===== config.mk =====
export PLATFORM = sky130hd
export DESIGN_NAME = lpt_timer
export DESIGN_NICKNAME = d
export VERILOG_FILES = /design/src/rtl/lpt_pkg.sv /design/src/rtl/lpt_prescale.sv /design/src/rtl/lpt_count.sv /design/src/rtl/lpt_regs.sv /design/src/rtl/lpt_timer.sv
export SDC_FILE = /design/constraint.sdc
export NUM_CORES = 1
export LEC_CHECK = 0
export ABC_AREA = 1
export BUFFER_PORTS_ARGS = -buffer_cell sky130_fd_sc_hd__buf_2
export CAP_MARGIN = 20
export CORE_MARGIN = 1.5
export CORE_UTILIZATION = 50
export DETAILED_ROUTE_END_ITERATION = 8
export GPL_TIMING_DRIVEN = 0
export PLACE_DENSITY = 0.72
export SLEW_MARGIN = 20
export SYNTH_ARGS = -nofsm -noshare
export SYNTH_HDL_FRONTEND = slang
export SYNTH_SLANG_ARGS = --single-unit

===== constraint.sdc =====
create_clock -name clk -period 2.75 [get_ports clk]
set_clock_uncertainty 0.2 [all_clocks]
set_input_delay 0.275 -clock clk [delete_from_list [all_inputs] [get_ports clk]]
set_output_delay 0.275 -clock clk [all_outputs]
set_load 0.01 [all_outputs]

===== src/rtl/lpt_pkg.sv =====
package lpt_pkg;
  localparam int ADDR_W = 8;
  localparam int DATA_W = 32;
  localparam int NFLAG  = 7;

  localparam logic [ADDR_W-1:0] OFS_STAT = 8'h00;
  localparam logic [ADDR_W-1:0] OFS_CLR  = 8'h04;
  localparam logic [ADDR_W-1:0] OFS_IEN  = 8'h08;
  localparam logic [ADDR_W-1:0] OFS_CFG  = 8'h0C;
  localparam logic [ADDR_W-1:0] OFS_CTRL = 8'h10;
  localparam logic [ADDR_W-1:0] OFS_CMP  = 8'h14;
  localparam logic [ADDR_W-1:0] OFS_ARR  = 8'h18;
  localparam logic [ADDR_W-1:0] OFS_CNT  = 8'h1C;

  // flag positions, shared by status, clear and enable
  localparam int FL_CMP_HIT = 0;
  localparam int FL_ARR_HIT = 1;
  localparam int FL_CMP_WC  = 3;
  localparam int FL_ARR_WC  = 4;

  // control bits
  localparam int CT_EN     = 0;
  localparam int CT_SINGLE = 1;
  localparam int CT_CONT   = 2;
  localparam int CT_ZERO   = 3;
  localparam int CT_RAR    = 4;

  localparam int PSC_LSB = 9;

  // low-order ones mask for a divide-by-2^l prescaler
  function automatic logic [31:0] lpt_div_mask(input logic [4:0] l);
    return (32'd1 << l) - 32'd1;
  endfunction
endpackage


===== src/rtl/lpt_prescale.sv =====
module lpt_prescale #(
  parameter int PSC_W = 3
) (
  input  logic             clk,
  input  logic             rst_n,
  input  logic             en,
  input  logic             tick_in,
  input  logic [PSC_W-1:0] log2_div,
  output logic             tick_out
);
  import lpt_pkg::*;
  localparam int STG_W = (1 << PSC_W) - 1;

  logic [STG_W-1:0] stage;
  logic [31:0]      mask_full;
  logic [STG_W-1:0] mask;
  logic             at_top;

  assign mask_full = lpt_div_mask(5'(log2_div));
  assign mask      = mask_full[STG_W-1:0];
  assign at_top    = (stage == mask);
  assign tick_out  = en && tick_in && at_top;

  always_ff @(posedge clk or negedge rst_n) begin
    if (!rst_n)       stage <= '0;
    else if (!en)     stage <= '0;
    else if (tick_in) stage <= at_top ? '0 : stage + 1'b1;
  end

  a_r4_tick_gated: assert property (@(posedge clk) disable iff (!rst_n)
    tick_out |-> (en && tick_in));
  a_r4_stage_held: assert property (@(posedge clk) disable iff (!rst_n)
    !en |=> (stage == '0));
endmodule


===== src/rtl/lpt_count.sv =====
module lpt_count #(
  parameter int CNT_W = 16
) (
  input  logic             clk,
  input  logic             rst_n,
  input  logic             en,
  input  logic             tick,
  input  logic             go_cont,
  input  logic             go_single,
  input  logic             cnt_zero,
  input  logic [CNT_W-1:0] reload,
  input  logic [CNT_W-1:0] compare,
  output logic [CNT_W-1:0] cnt,
  output logic             cmp_hit,
  output logic             arr_hit
);
  logic running, single;
  logic step;

  function automatic logic [CNT_W-1:0] next_count(input logic [CNT_W-1:0] c,
                                                  input logic [CNT_W-1:0] top);
    return (c == top) ? '0 : c + 1'b1;
  endfunction

  assign step    = en && running && tick;
  assign arr_hit = step && (cnt == reload);
  assign cmp_hit = step && (cnt == compare);

  always_ff @(posedge clk or negedge rst_n) begin
    if (!rst_n) begin
      cnt     <= '0;
      running <= 1'b0;
      single  <= 1'b0;
    end else if (!en) begin
      running <= 1'b0;
    end else begin
      if (cnt_zero)  cnt <= '0;
      else if (step) cnt <= next_count(cnt, reload);
      if (arr_hit && single) running <= 1'b0;
      if (go_cont) begin
        running <= 1'b1;
        single  <= 1'b0;
      end
      if (go_single) begin
        running <= 1'b1;
        single  <= 1'b1;
      end
    end
  end

  a_r5_wrap_zero: assert property (@(posedge clk) disable iff (!rst_n)
    arr_hit |=> (cnt == '0));
  a_r6_single_stop: assert property (@(posedge clk) disable iff (!rst_n)
    (arr_hit && single && !go_cont && !go_single) |=> !running);
  a_r11_hold: assert property (@(posedge clk) disable iff (!rst_n)
    !en |=> $stable(cnt));
endmodule


===== src/rtl/lpt_regs.sv =====
module lpt_regs #(
  parameter int CNT_W = 16,
  parameter int PSC_W = 3
) (
  input  logic                      clk,
  input  logic                      rst_n,
  input  logic [lpt_pkg::ADDR_W-1:0] bus_addr,
  input  logic                      bus_we,
  input  logic                      bus_re,
  input  logic [lpt_pkg::DATA_W-1:0] bus_wdata,
  output logic [lpt_pkg::DATA_W-1:0] bus_rdata,
  input  logic [CNT_W-1:0]          cnt,
  input  logic                      cmp_hit,
  input  logic                      arr_hit,
  output logic                      en,
  output logic [PSC_W-1:0]          psc,
  output logic [CNT_W-1:0]          cmp_val,
  output logic [CNT_W-1:0]          arr_val,
  output logic                      go_cont,
  output logic                      go_single,
  output logic                      cnt_zero,
  output logic                      irq
);
  import lpt_pkg::*;

  logic [NFLAG-1:0] stat, ien, set_v, clr_v;
  logic             rar;
  logic             cmp_wr_ok, arr_wr_ok, pend_cmp, pend_arr;
  logic             wr_ctrl;

  assign wr_ctrl   = bus_we && (bus_addr == OFS_CTRL);
  assign cmp_wr_ok = bus_we && (bus_addr == OFS_CMP) && en;
  assign arr_wr_ok = bus_we && (bus_addr == OFS_ARR) && en;
  assign go_cont   = wr_ctrl && bus_wdata[CT_CONT];
  assign go_single = wr_ctrl && bus_wdata[CT_SINGLE];
  assign cnt_zero  = (wr_ctrl && bus_wdata[CT_ZERO]) ||
                     (bus_re && (bus_addr == OFS_CNT) && rar);

  always_comb begin
    set_v             = '0;
    set_v[FL_CMP_HIT] = cmp_hit;
    set_v[FL_ARR_HIT] = arr_hit;
    set_v[FL_CMP_WC]  = pend_cmp;
    set_v[FL_ARR_WC]  = pend_arr;
    clr_v = (bus_we && (bus_addr == OFS_CLR)) ? bus_wdata[NFLAG-1:0] : '0;
  end

  always_ff @(posedge clk or negedge rst_n) begin
    if (!rst_n) begin
      stat     <= '0;
      ien      <= '0;
      en       <= 1'b0;
      rar      <= 1'b0;
      psc      <= '0;
      cmp_val  <= '0;
      arr_val  <= '1;
      pend_cmp <= 1'b0;
      pend_arr <= 1'b0;
    end else begin
      stat     <= (stat & ~clr_v) | set_v;
      pend_cmp <= cmp_wr_ok;
      pend_arr <= arr_wr_ok;
      if (bus_we && bus_addr == OFS_IEN) ien <= bus_wdata[NFLAG-1:0];
      if (bus_we && bus_addr == OFS_CFG && !en) psc <= bus_wdata[PSC_LSB +: PSC_W];
      if (wr_ctrl) begin
        en  <= bus_wdata[CT_EN];
        rar <= bus_wdata[CT_RAR];
      end
      if (cmp_wr_ok) cmp_val <= bus_wdata[CNT_W-1:0];
      if (arr_wr_ok) arr_val <= bus_wdata[CNT_W-1:0];
    end
  end

  always_comb begin
    bus_rdata = '0;
    case (bus_addr)
      OFS_STAT: bus_rdata[NFLAG-1:0] = stat;
      OFS_IEN:  bus_rdata[NFLAG-1:0] = ien;
      OFS_CFG:  bus_rdata[PSC_LSB +: PSC_W] = psc;
      OFS_CTRL: begin
        bus_rdata[CT_EN]  = en;
        bus_rdata[CT_RAR] = rar;
      end
      OFS_CMP:  bus_rdata[CNT_W-1:0] = cmp_val;
      OFS_ARR:  bus_rdata[CNT_W-1:0] = arr_val;
      OFS_CNT:  bus_rdata[CNT_W-1:0] = cnt;
      default:  bus_rdata = '0;
    endcase
  end

  assign irq = |(stat & ien);

  a_r2_cfg_locked: assert property (@(posedge clk) disable iff (!rst_n)
    en |=> $stable(psc));
  a_r3_cmp_ignored: assert property (@(posedge clk) disable iff (!rst_n)
    (bus_we && bus_addr == OFS_CMP && !en) |=> $stable(cmp_val));
  a_r3_cmp_complete: assert property (@(posedge clk) disable iff (!rst_n)
    cmp_wr_ok |=> ##1 stat[FL_CMP_WC]);
  a_r8_set_wins: assert property (@(posedge clk) disable iff (!rst_n)
    cmp_hit |=> stat[FL_CMP_HIT]);
  a_r9_irq_needs_flag: assert property (@(posedge clk) disable iff (!rst_n)
    irq |-> (stat != '0));
endmodule


===== src/rtl/lpt_timer.sv =====
module lpt_timer #(
  parameter int CNT_W = 16,
  parameter int PSC_W = 3
) (
  input  logic        clk,
  input  logic        rst_n,
  input  logic        tick_in,
  input  logic [7:0]  bus_addr,
  input  logic        bus_we,
  input  logic        bus_re,
  input  logic [31:0] bus_wdata,
  output logic [31:0] bus_rdata,
  output logic        irq
);
  logic             en, go_cont, go_single, cnt_zero;
  logic             tick, cmp_hit, arr_hit;
  logic [PSC_W-1:0] psc;
  logic [CNT_W-1:0] cmp_val, arr_val, cnt;

  lpt_regs #(.CNT_W(CNT_W), .PSC_W(PSC_W)) u_regs (
    .clk(clk), .rst_n(rst_n), .bus_addr(bus_addr), .bus_we(bus_we),
    .bus_re(bus_re), .bus_wdata(bus_wdata), .bus_rdata(bus_rdata),
    .cnt(cnt), .cmp_hit(cmp_hit), .arr_hit(arr_hit), .en(en), .psc(psc),
    .cmp_val(cmp_val), .arr_val(arr_val), .go_cont(go_cont),
    .go_single(go_single), .cnt_zero(cnt_zero), .irq(irq));

  lpt_prescale #(.PSC_W(PSC_W)) u_pre (
    .clk(clk), .rst_n(rst_n), .en(en), .tick_in(tick_in),
    .log2_div(psc), .tick_out(tick));

  lpt_count #(.CNT_W(CNT_W)) u_cnt (
    .clk(clk), .rst_n(rst_n), .en(en), .tick(tick), .go_cont(go_cont),
    .go_single(go_single), .cnt_zero(cnt_zero), .reload(arr_val),
    .compare(cmp_val), .cnt(cnt), .cmp_hit(cmp_hit), .arr_hit(arr_hit));
endmodule


==> impl_metrics.csv, run 1 <==
group,metric,value,unit
pwr,sw_frac_of_total,25.39,%
worst_setup_path,crit_top_cell,"nand2_1",
detailed_routing,vias,4754,
yosys,synth_ff_type,"dfrtp_1",
pwr,p_leak,2.917,nW
timing,slew_viol_final,0,
status,outcome,"finished clean",
global_route,grt_first_pass_wirelength,21650,µm
detailed_routing,wirelength,13340,µm
pwr,comb_power_share,10.1,%
detailed_routing,ant_nets,0,
yosys,seq_area_frac_synth,39.74,%
die,core,0.009684,mm²
cells_and_area,area_growth,17.75,%
timing,setup_viol,0,
cells_and_area,n_antenna_cell,0,
yosys,synth_top_family_by_area,"simple AND/OR/NAND/NOR gates",
yosys,yosysWarnings,0,
timing,setup_tns,0,ps
detailed_routing,firstDrtPassIters,5,
yosys,synth_xor_area_share,6.884,%
hold_path,hold_class,"in -> reg",
detailed_routing,drcViolationCount,0,
yosys,muxShareOfSynthArea,0,%
die,dieHeight,102.6,µm
yosys,synth.avg_cell_area,7.255,µm²
place,gp_congestion,0.9945,
cells_and_area,num-fill-cells,885,
timing,timing.fmax,0.3973,GHz
die,fp-row-count,36,
cells_and_area,fin_cells,913,
pwr,power.internal,0.001797,W
timing,worst_pin_slew,619.2,ps
yosys,synth.distinct_cells,41,
clocking,clockRootBuffer,"clkbuf_8",
worst_setup_path,crit_required,2840,ps
yosys,yosys.area_share.simple,31.32,%
worst_setup_path,crit_fanout,10,
yosys,syn_inst,684,
pwr,p_per_area,412.3,mW/mm²
detailed_routing,viasPerCell,5.207,
clocking,clk_pin_slew,80,ps
clocking,cts.sinks,78,
timing,hold_viol_final,0,
detailed_routing,wl_per_cell,14.61,µm
cells_and_area,most-common-layout-cells,"218 x nand2_1, 73 x inv_1, 62 x dfrtp_1, 60 x buf_2, 46 x nand3_1",
yosys,synth-seq-cells,78,
die,design.die.area,0.01053,mm²
worst_setup_path,slowest_delay,370,ps
worst_setup_path,crit_buf_inv,3,
global_route,grt_start_max_net_pins,43,
yosys,async_flop_share,100.0,%
die,start_util,51.24,%
yosys,synth_fa_ha_area_share,0.7564,%
yosys,netlist_area,0.004962,mm²
worst_setup_path,cp-start-kind,"flip-flop",
pwr,fin_total_pwr,0.002409,W
cells_and_area,final_common_cell,"nand2_1",
clocking,cts.path.max_buffers,2,
job,maxCapViolCount,0,
cells_and_area,layout.nets,823,
worst_setup_path,path_delay_family,"simple AND/OR/NAND/NOR gates",
timing,maxSlewHeadroom,58.72,%
worst_setup_path,crit_slowest_cell,"dfrtp_1",
global_route,grt_pass1_vias,4502,
die,dieWidth,102.6,µm
detailed_routing,drtIter0Drc,277,
die,pin_count,78,
timing,fin_crit,2517,ps
pwr,netSwitchingPower,0.0006117,W
pwr,seqPwrFrac,48.8,%
timing,rsz0062_at_grt,"false",
worst_setup_path,endpoint_kind,"flip-flop",
place,post-place-cells,878,
clocking,clock_latency,370,ps
global_route,overflow,0,
worst_setup_path,crit_path_cell_trace,"buf_4 > nor2_2 > nand2_1 > ha_2 > inv_1 > nand2_1 > nand2_1 > nand2_1 > nand2_1 > nand3_1 > nor2_4 > nand3_4 > nand2_4 > buf_6 > nand2_1 > nand2_1",
place,dp_hpwl,9922,µm
yosys,synth_compound_area_share,9.481,%
place,port_buffers,45,
pwr,p_clk_share,41.1,%
cells_and_area,fin_util,60.34,%
clocking,cts_max_level,3,
cells_and_area,drive_gt1_share,19.36,%
pwr,peakVddDrop,0.0003397,V
global_route,antenna_found_initial,0,
timing,post-route-period-util,91.54,%
place,dpl-instance-area,0.005433,mm²
clocking,numCtsBuffers,9,
clocking,cts_tree,"done",
worst_setup_path,worst-setup-path-type,"reg -> reg",
worst_setup_path,worstPathArrival,2610,ps
cells_and_area,design_area,0.005843,mm²
yosys,synth_edf_count,0,
global_route,track_usage,27.08,%
cell type report:
cell class | instances | area (µm²) | share of cell area [%]
Buffer | 42 | 256.5 | 4.390
Clock buffer | 11 | 141.4 | 2.420
Clock inverter | 5 | 81.33 | 1.392
Inverter | 87 | 329.1 | 5.632
Multi-Input combinational cell | 492 | 2466 | 42.21
Sequential cell | 78 | 1972 | 33.75
Tap cell | 133 | 166.4 | 2.848
Timing Repair Buffer | 65 | 430.4 | 7.366
synth_stat cells (2+ instances only):
| cell | count | share of area, % |
|---|---|---|
| xor2_1 | 21 | 3.7 |
| ha_1 | 3 | 0.76 |
| nor2_4 | 5 | 1.1 |
| buf_2 | 17 | 1.7 |
| nor3_2 | 2 | 0.40 |
| dfstp_2 | 16 | 8.5 |
| nor2_2 | 3 | 0.38 |
| buf_4 | 18 | 2.7 |
| dfrtp_1 | 62 | 31 |
| o22ai_1 | 9 | 1.1 |
| clkbuf_1 | 6 | 0.45 |
| nand4_1 | 12 | 1.5 |
| o21ai_0 | 27 | 2.7 |
| nor3_1 | 23 | 2.3 |
| nand3_2 | 2 | 0.40 |
| o221ai_1 | 3 | 0.53 |
| o21ai_1 | 30 | 3.0 |
| nand2_1 | 218 | 16 |
| inv_2 | 13 | 0.98 |
| nand2_4 | 2 | 0.45 |
| a21oi_1 | 9 | 0.91 |
| nand2_2 | 2 | 0.25 |
| nand3_1 | 46 | 4.6 |
| xnor2_1 | 18 | 3.2 |
| nor2_1 | 29 | 2.2 |
| inv_1 | 73 | 5.5 |
power by group through the flow:
| stage | Combinational, W | Sequential, W | Clock [W] |
|---|---|---|---|
| floorplan | 0.000142 | 0.00119 | 0 |
| global placement | 0.000215 | 0.00120 | 0 |
| detailed placement | 0.000224 | 0.00120 | 0 |
| CTS | 0.000242 | 0.00118 | 0.00100 |
| global route | 0.000276 | 0.00118 | 0.00105 |
| finish | 0.000243 | 0.00118 | 0.000989 |
per-stage QoR:
step	worst slack, ps	hold WS [ps]
floorplan	513.8	-220.6
global placement	262.1	212.7
detailed placement	191.1	76.06
CTS	145.7	22.70
global route	45.39	58.60
finish	232.8	36.55
kinds of logic (layout without fill, tap and decap cells):
kind of cell / count (synthesis) / in the layout
and+or+nand+nor: 350 / 350
buffers and inverters: 129 / 210
AOI/OAI and AO/OA: 84 / 84
DFF: 78 / 78
xor gates and xnor gates: 39 / 39
adders and majority gates: 3 / 3
other: 1 / 16
worst register-to-register path, delay by kind of cell, from the launching register on:
| kind | cells | cell delay, ps |
|---|---|---|
| AND/OR/NAND/NOR | 12 | 1190 |
| buffers and inverters | 3 | 440 |
| adder cells (fa/ha/maj) | 1 | 230 |
| flip-flops | 1 | 370 |
layer usage:
metal  wire length, µm  track usage [%]  up-vias
li1                  -                -     2331
met2              6394            43.81      145
met1              5818            34.92     2250
met5                 0                0        -
met4               353            13.07        0
met3               774            5.356       28
state kept, by name, indices dropped and copies added (netlist names):
signal / cells
u_cnt.cnt: 16
u_cnt.running: 1
u_cnt.single: 1
u_pre.stage: 7
u_regs.arr_val: 16
u_regs.cmp_val: 16
u_regs.en: 1
u_regs.ien: 7
u_regs.pend_arr: 1
u_regs.pend_cmp: 1
u_regs.psc: 3
u_regs.rar: 1
u_regs.stat: 7
repair_timing:
item	CTS	global route
endpoints found under the setup margin	0	10
hold endpoints to repair	52	0
hold buffers	16	0
setup buffers	0	3
gates resized for setup	0	3
worst paths after layout:
kind,cells past startpoint,from,slack [ps],endpoint
setup / recovery,16,u_regs.psc[1],230,u_cnt.cnt[8]
hold / removal,4,tick_in,40,u_pre.stage[0]
setup reg to reg,16,u_regs.psc[1],230,u_cnt.cnt[8]
hold reg to reg,2,u_regs.pend_cmp,240,u_regs.stat[3]
max in group asynchronous,3,rst_n,1460,u_regs.arr_val[11]
min in group asynchronous,2,rst_n,220,u_cnt.cnt[12]
Power figures use the tool's default switching activity.
==> run 2, diff against run 1 <==
--- a/config.mk
+++ b/config.mk
@@ -8,6 +8,7 @@
 export ABC_AREA = 1
 export BUFFER_PORTS_ARGS = -buffer_cell sky130_fd_sc_hd__buf_2
 export CAP_MARGIN = 20
+export CORE_ASPECT_RATIO = 1.4
 export CORE_MARGIN = 1.5
 export CORE_UTILIZATION = 50
 export DETAILED_ROUTE_END_ITERATION = 8
==> impl_metrics.csv, run 2 (same netlist as run 1, synthesis figures left out) <==
group,metric,value,unit
timing,worst_pin_slew,574.2,ps
clocking,cts_tree,"done",
clocking,cts_max_level,3,
pwr,power.internal,0.002083,W
global_route,overflow,0,
place,dp_hpwl,10030,µm
timing,setup_tns,0,ps
worst_setup_path,crit_top_cell,"nand2_1",
timing,post-route-period-util,92.44,%
worst_setup_path,worstPathArrival,2620,ps
timing,slew_viol_final,0,
cells_and_area,fin_util,61.96,%
die,start_util,51.88,%
worst_setup_path,crit_required,2830,ps
die,fp-row-count,42,
detailed_routing,firstDrtPassIters,5,
clocking,clock_latency,350,ps
die,pin_count,78,
pwr,sw_frac_of_total,23.34,%
die,design.die.area,0.01054,mm²
place,port_buffers,45,
cells_and_area,most-common-layout-cells,"218 x nand2_1, 73 x inv_1, 62 x dfrtp_1, 60 x buf_2, 46 x nand3_1",
pwr,p_leak,2.957,nW
pwr,seqPwrFrac,43.4,%
detailed_routing,ant_nets,0,
worst_setup_path,path_delay_family,"simple AND/OR/NAND/NOR gates",
worst_setup_path,crit_fanout,10,
status,outcome,"finished clean",
detailed_routing,wirelength,13540,µm
global_route,track_usage,27.46,%
cells_and_area,n_antenna_cell,0,
pwr,comb_power_share,8.9,%
detailed_routing,viasPerCell,5.175,
cells_and_area,design_area,0.005926,mm²
clocking,cts.path.max_buffers,2,
global_route,grt_first_pass_wirelength,22070,µm
pwr,netSwitchingPower,0.0006343,W
detailed_routing,drtIter0Drc,318,
hold_path,hold_class,"in -> reg",
place,gp_congestion,0.9012,
detailed_routing,drcViolationCount,0,
pwr,p_clk_share,47.8,%
detailed_routing,wl_per_cell,14.87,µm
detailed_routing,vias,4709,
global_route,antenna_found_initial,1,
cells_and_area,layout.nets,821,
timing,maxSlewHeadroom,61.37,%
global_route,grt_pass1_vias,4651,
worst_setup_path,worst-setup-path-type,"reg -> reg",
timing,setup_viol,0,
timing,hold_viol_final,0,
cells_and_area,drive_gt1_share,18.89,%
cells_and_area,area_growth,19.41,%
die,dieWidth,87.20,µm
worst_setup_path,slowest_delay,380,ps
clocking,clk_pin_slew,60,ps
clocking,numCtsBuffers,9,
worst_setup_path,endpoint_kind,"flip-flop",
place,preCtsSetupSlack,206.1,ps
cells_and_area,num-fill-cells,892,
global_route,grt_start_max_net_pins,58,
place,dpl-instance-area,0.005439,mm²
pwr,p_per_area,458.6,mW/mm²
clocking,cts.sinks,78,
worst_setup_path,crit_path_cell_trace,"buf_4 > nor2_2 > nand2_1 > ha_1 > inv_1 > nand2_1 > nand2_1 > nand2_1 > nand2_1 > nand3_1 > nor2_4 > nand3_4 > nand2_4 > buf_6 > nand2_1 > nand2_1",
cells_and_area,final_common_cell,"nand2_1",
clocking,clockRootBuffer,"clkbuf_16",
worst_setup_path,crit_slowest_cell,"dfrtp_1",
job,maxCapViolCount,0,
cells_and_area,largestRegisters,"u_cnt.cnt x16, u_regs.arr_val x16, u_regs.cmp_val x16",
worst_setup_path,crit_buf_inv,3,
die,core,0.009564,mm²
timing,final.setup.worst_slack,207.9,ps
die,dieHeight,120.9,µm
timing,timing.fmax,0.3934,GHz
pwr,peakVddDrop,0.0003942,V
timing,rsz0062_at_grt,"false",
worst_setup_path,cp-start-kind,"flip-flop",
timing,fin_crit,2542,ps
==> run 2: path summary, 6_finish.rpt <==
kind	startpoint	end	slack [ps]	cells past startpoint
min in group asynchronous	rst_n	u_regs.pend_arr	160	2
setup reg to reg	u_regs.psc[1]	u_cnt.cnt[8]	210	16
hold / removal	bus_wdata[11]	u_regs.arr_val[11]	4	3
setup / recovery	u_regs.psc[1]	u_cnt.cnt[8]	210	16
hold reg to reg	u_regs.pend_arr	u_regs.stat[4]	240	2
max in group asynchronous	rst_n	u_regs.arr_val[13]	1550	3
==> run 2: power groups by stage <==
stage               registers (W)  logic (W)  clock network (W)
floorplan                 0.00119   0.000142                  0
global placement          0.00120   0.000216                  0
detailed placement        0.00120   0.000226                  0
CTS                       0.00118   0.000243            0.00130
global route              0.00118   0.000273            0.00135
finish                    0.00118   0.000241            0.00130
==> run 2: through the flow <==
step	total power, W	hold WS (ps)	std cells
after floorplan	0.001336	-220.6	699
after global placement	0.001413	216.5	876
after detailed placement	0.001423	-10.18	877
after CTS	0.002723	5.867	908
after global routing	0.002802	35.62	910
final	0.002717	4.027	910
==> run 2: worst min-delay path, cell delays in order <==
cell     delay [ps]
buf_2            90
inv_1            90
o21ai_1          80
==> run 2: cell type report <==
| cell class | instances | area, µm² | share of cell area (%) |
|---|---|---|---|
| plain buffers | 42 | 256.5 | 4.329 |
| repair buffers | 63 | 420.4 | 7.095 |
| clock inverters | 3 | 68.82 | 1.161 |
| inverters | 87 | 329.1 | 5.553 |
| flip-flops and latches | 78 | 1972 | 33.28 |
| clock buffers | 13 | 250.2 | 4.223 |
| multi-input cells | 492 | 2464 | 41.58 |
| well taps | 132 | 165.2 | 2.787 |
==> run 2: metal layers <==
layer  routed length (µm)  vias to the layer above  global-route usage, %
met5                   14                        -                      0
li1                     -                     2318                      -
met4                  548                        2                  13.69
met2                 6809                      149                  47.19
met1                 5495                     2195                  32.91
met3                  667                       45                  4.286
==> run 2: timing repair <==
action                                  CTS  global route
hold buffers                             15             0
setup buffers                             0             2
gates resized for setup                   0             2
endpoints found under the setup margin    0             7
hold endpoints to repair                 79             0
==> run 3, diff against run 2 <==
--- a/config.mk
+++ b/config.mk
@@ -13,7 +13,7 @@
 export CORE_UTILIZATION = 50
 export DETAILED_ROUTE_END_ITERATION = 8
 export GPL_TIMING_DRIVEN = 0
-export PLACE_DENSITY = 0.72
+export PLACE_DENSITY = 0.77
 export SLEW_MARGIN = 20
 export SYNTH_ARGS = -nofsm -noshare
 export SYNTH_HDL_FRONTEND = slang
==> constraint.sdc (replaced) <==
create_clock -name clk -period 3.1 [get_ports clk]
set_clock_uncertainty 0.2 [all_clocks]
set_input_delay 0.31 -clock clk [delete_from_list [all_inputs] [get_ports clk]]
set_output_delay 0.31 -clock clk [all_outputs]
set_load 0.01 [all_outputs]
==> impl_metrics.csv, run 3 (same netlist as run 1, synthesis figures left out) <==
group,metric,value,unit
status,outcome,"finished clean",
clocking,cts_tree,"done",
die,core,0.009564,mm²
die,design.die.area,0.01054,mm²
worst_setup_path,cp-start-kind,"flip-flop",
cells_and_area,layout.nets,813,
clocking,hold_buffers,9,
place,post-place-cells,877,
detailed_routing,vias,4790,
cells_and_area,drive_gt1_share,19.09,%
cells_and_area,final_common_cell,"nand2_1",
cells_and_area,area_growth,17.80,%
global_route,track_usage,27.70,%
cells_and_area,n_antenna_cell,0,
worst_setup_path,rr_startpoint,"u_regs.psc[1]",
cells_and_area,fin_util,61.12,%
pwr,comb_power_share,8.7,%
cells_and_area,most-common-layout-cells,"218 x nand2_1, 73 x inv_1, 62 x dfrtp_1, 61 x buf_2, 46 x nand3_1",
clocking,cts.path.max_buffers,2,
cells_and_area,multi_input_area,0.002464,mm²
timing,worst_pin_slew,611.9,ps
detailed_routing,ant_nets,0,
hold_path,min_from,"bus_wdata[15]",
timing,fin_crit,2617,ps
pwr,peakVddDrop,0.0003271,V
clocking,clockRootBuffer,"clkbuf_16",
timing,post-route-period-util,84.42,%
worst_setup_path,crit_fanout,10,
worst_setup_path,worst-setup-path-type,"reg -> reg",
detailed_routing,viasPerCell,5.310,
timing,maxSlewHeadroom,58.83,%
clocking,numCtsBuffers,9,
timing,slew_viol_final,0,
place,port_buffers,45,
worst_setup_path,r2r_end,"u_cnt.cnt[8]",
clocking,cts.sinks,78,
timing,hold_viol_final,0,
detailed_routing,wirelength,13730,µm
worst_setup_path,worstPathArrival,2650,ps
pwr,p_per_area,412.7,mW/mm²
timing,rsz0062_at_grt,"false",
timing,setup_tns,0,ps
die,pin_count,78,
die,fp-row-count,42,
detailed_routing,firstDrtPassIters,5,
global_route,grt_pass1_vias,4729,
worst_setup_path,endpoint_kind,"flip-flop",
pwr,p_clk_share,48.0,%
clocking,ctsResizeCount,0,
pwr,seqPwrFrac,43.3,%
cells_and_area,num-fill-cells,923,
hold_path,hold_depth,3,
timing,timing.fmax,0.3821,GHz
hold_path,whs_endpoint,"u_regs.cmp_val[15]",
die,dieHeight,120.9,µm
worst_setup_path,crit_required,3130,ps
global_route,antenna_found_initial,0,
detailed_routing,drcViolationCount,0,
worst_setup_path,ff2ff_setup_slack,480,ps
die,start_util,51.88,%
cells_and_area,regArea,0.001972,mm²
pwr,power.internal,0.001841,W
detailed_routing,wl_per_cell,15.22,µm
pwr,sw_frac_of_total,23.68,%
clocking,clk_pin_slew,60,ps
hold_path,hold_class,"in -> reg",
pwr,p_leak,2.921,nW
detailed_routing,drtIter0Drc,309,
global_route,overflow,0,
clocking,clock_latency,340,ps
cells_and_area,largestRegisters,"u_cnt.cnt x16, u_regs.arr_val x16, u_regs.cmp_val x16",
clocking,cts_max_level,3,
global_route,grt_start_max_net_pins,46,
cells_and_area,fin_cells,902,
place,dp_hpwl,10110,µm
place,gp_congestion,0.9384,
clocking,postCtsSetupBuffers,0,
timing,setup_viol,0,
global_route,grt_first_pass_wirelength,22300,µm
pwr,netSwitchingPower,0.0005712,W
job,maxCapViolCount,0,
die,dieWidth,87.20,µm
worst_setup_path,reg2reg_depth,15,
## run 3: area by class of cell
cell class,count,share of cell area [%]
plain buffers,42,4.345
clock buffers,11,4.152
clock inverters,5,1.391
inverters,87,5.629
multi-input cells,492,42.14
flip-flops and latches,78,33.73
well taps,132,2.825
repair buffers,55,5.779
## run 3: worst max-delay path by stage
stage                  start       endpoint  slack [ps]  cells past startpoint
3_5_place_dp   u_regs.psc[1]  u_cnt.cnt[11]         570                     15
6_report       u_regs.psc[1]   u_cnt.cnt[8]         480                     15
4_1_cts        u_regs.psc[1]   u_cnt.cnt[8]         520                     15
5_1_grt        u_regs.psc[1]   u_cnt.cnt[8]         340                     15
3_3_place_gp   u_regs.psc[1]   u_cnt.cnt[8]         610                     15
2_1_floorplan  u_regs.psc[1]   u_cnt.cnt[9]         860                     15
## run 3: worst max-delay path, cell delays in order (launching register included)
cell and delay, ps:
dfrtp_1 370, buf_4 170, nor2_2 150, nand2_1 90, ha_1 280, inv_1 130
nand2_1 80, nand2_1 70, nand2_1 50, nand2_1 60, nand3_1 110, nor2_4 140
nand3_4 170, buf_2 250, nand3_1 100, nand2_1 70
## run 3: power by group through the flow
stage,Clock (W),Sequential [W],Combinational [W]
2_1_floorplan,0,0.00106,0.000126
3_3_place_gp,0,0.00106,0.000190
3_5_place_dp,0,0.00106,0.000198
4_1_cts,0.00117,0.00104,0.000208
5_1_grt,0.00122,0.00105,0.000235
6_report,0.00116,0.00105,0.000209
## run 3: per-layer routing
layer  track usage [%]  share of wire (%)  vias up  wire length, µm
li1                  -                  -     2312                -
met1             32.34                 39     2230             5368
met2             47.43                 51      190             7015
met3             4.082                4.8       58              662
met4             16.47                5.0        0              682
met5                 0                  0        -                0
## run 3: per-stage QoR
step | cell area [µm²] | total power, W | hold WS, ps | setup slack (ps)
after floorplan | 5019 | 0.001185 | -185.6 | 863.8
after global placement | 5409 | 0.001252 | 216.0 | 612.7
after detailed placement | 5431 | 0.001261 | 96.34 | 565.3
after CTS | 5846 | 0.002426 | 1.395 | 525.0
after global routing | 5846 | 0.002500 | 15.75 | 343.1
final | 5846 | 0.002412 | 7.214 | 483.0
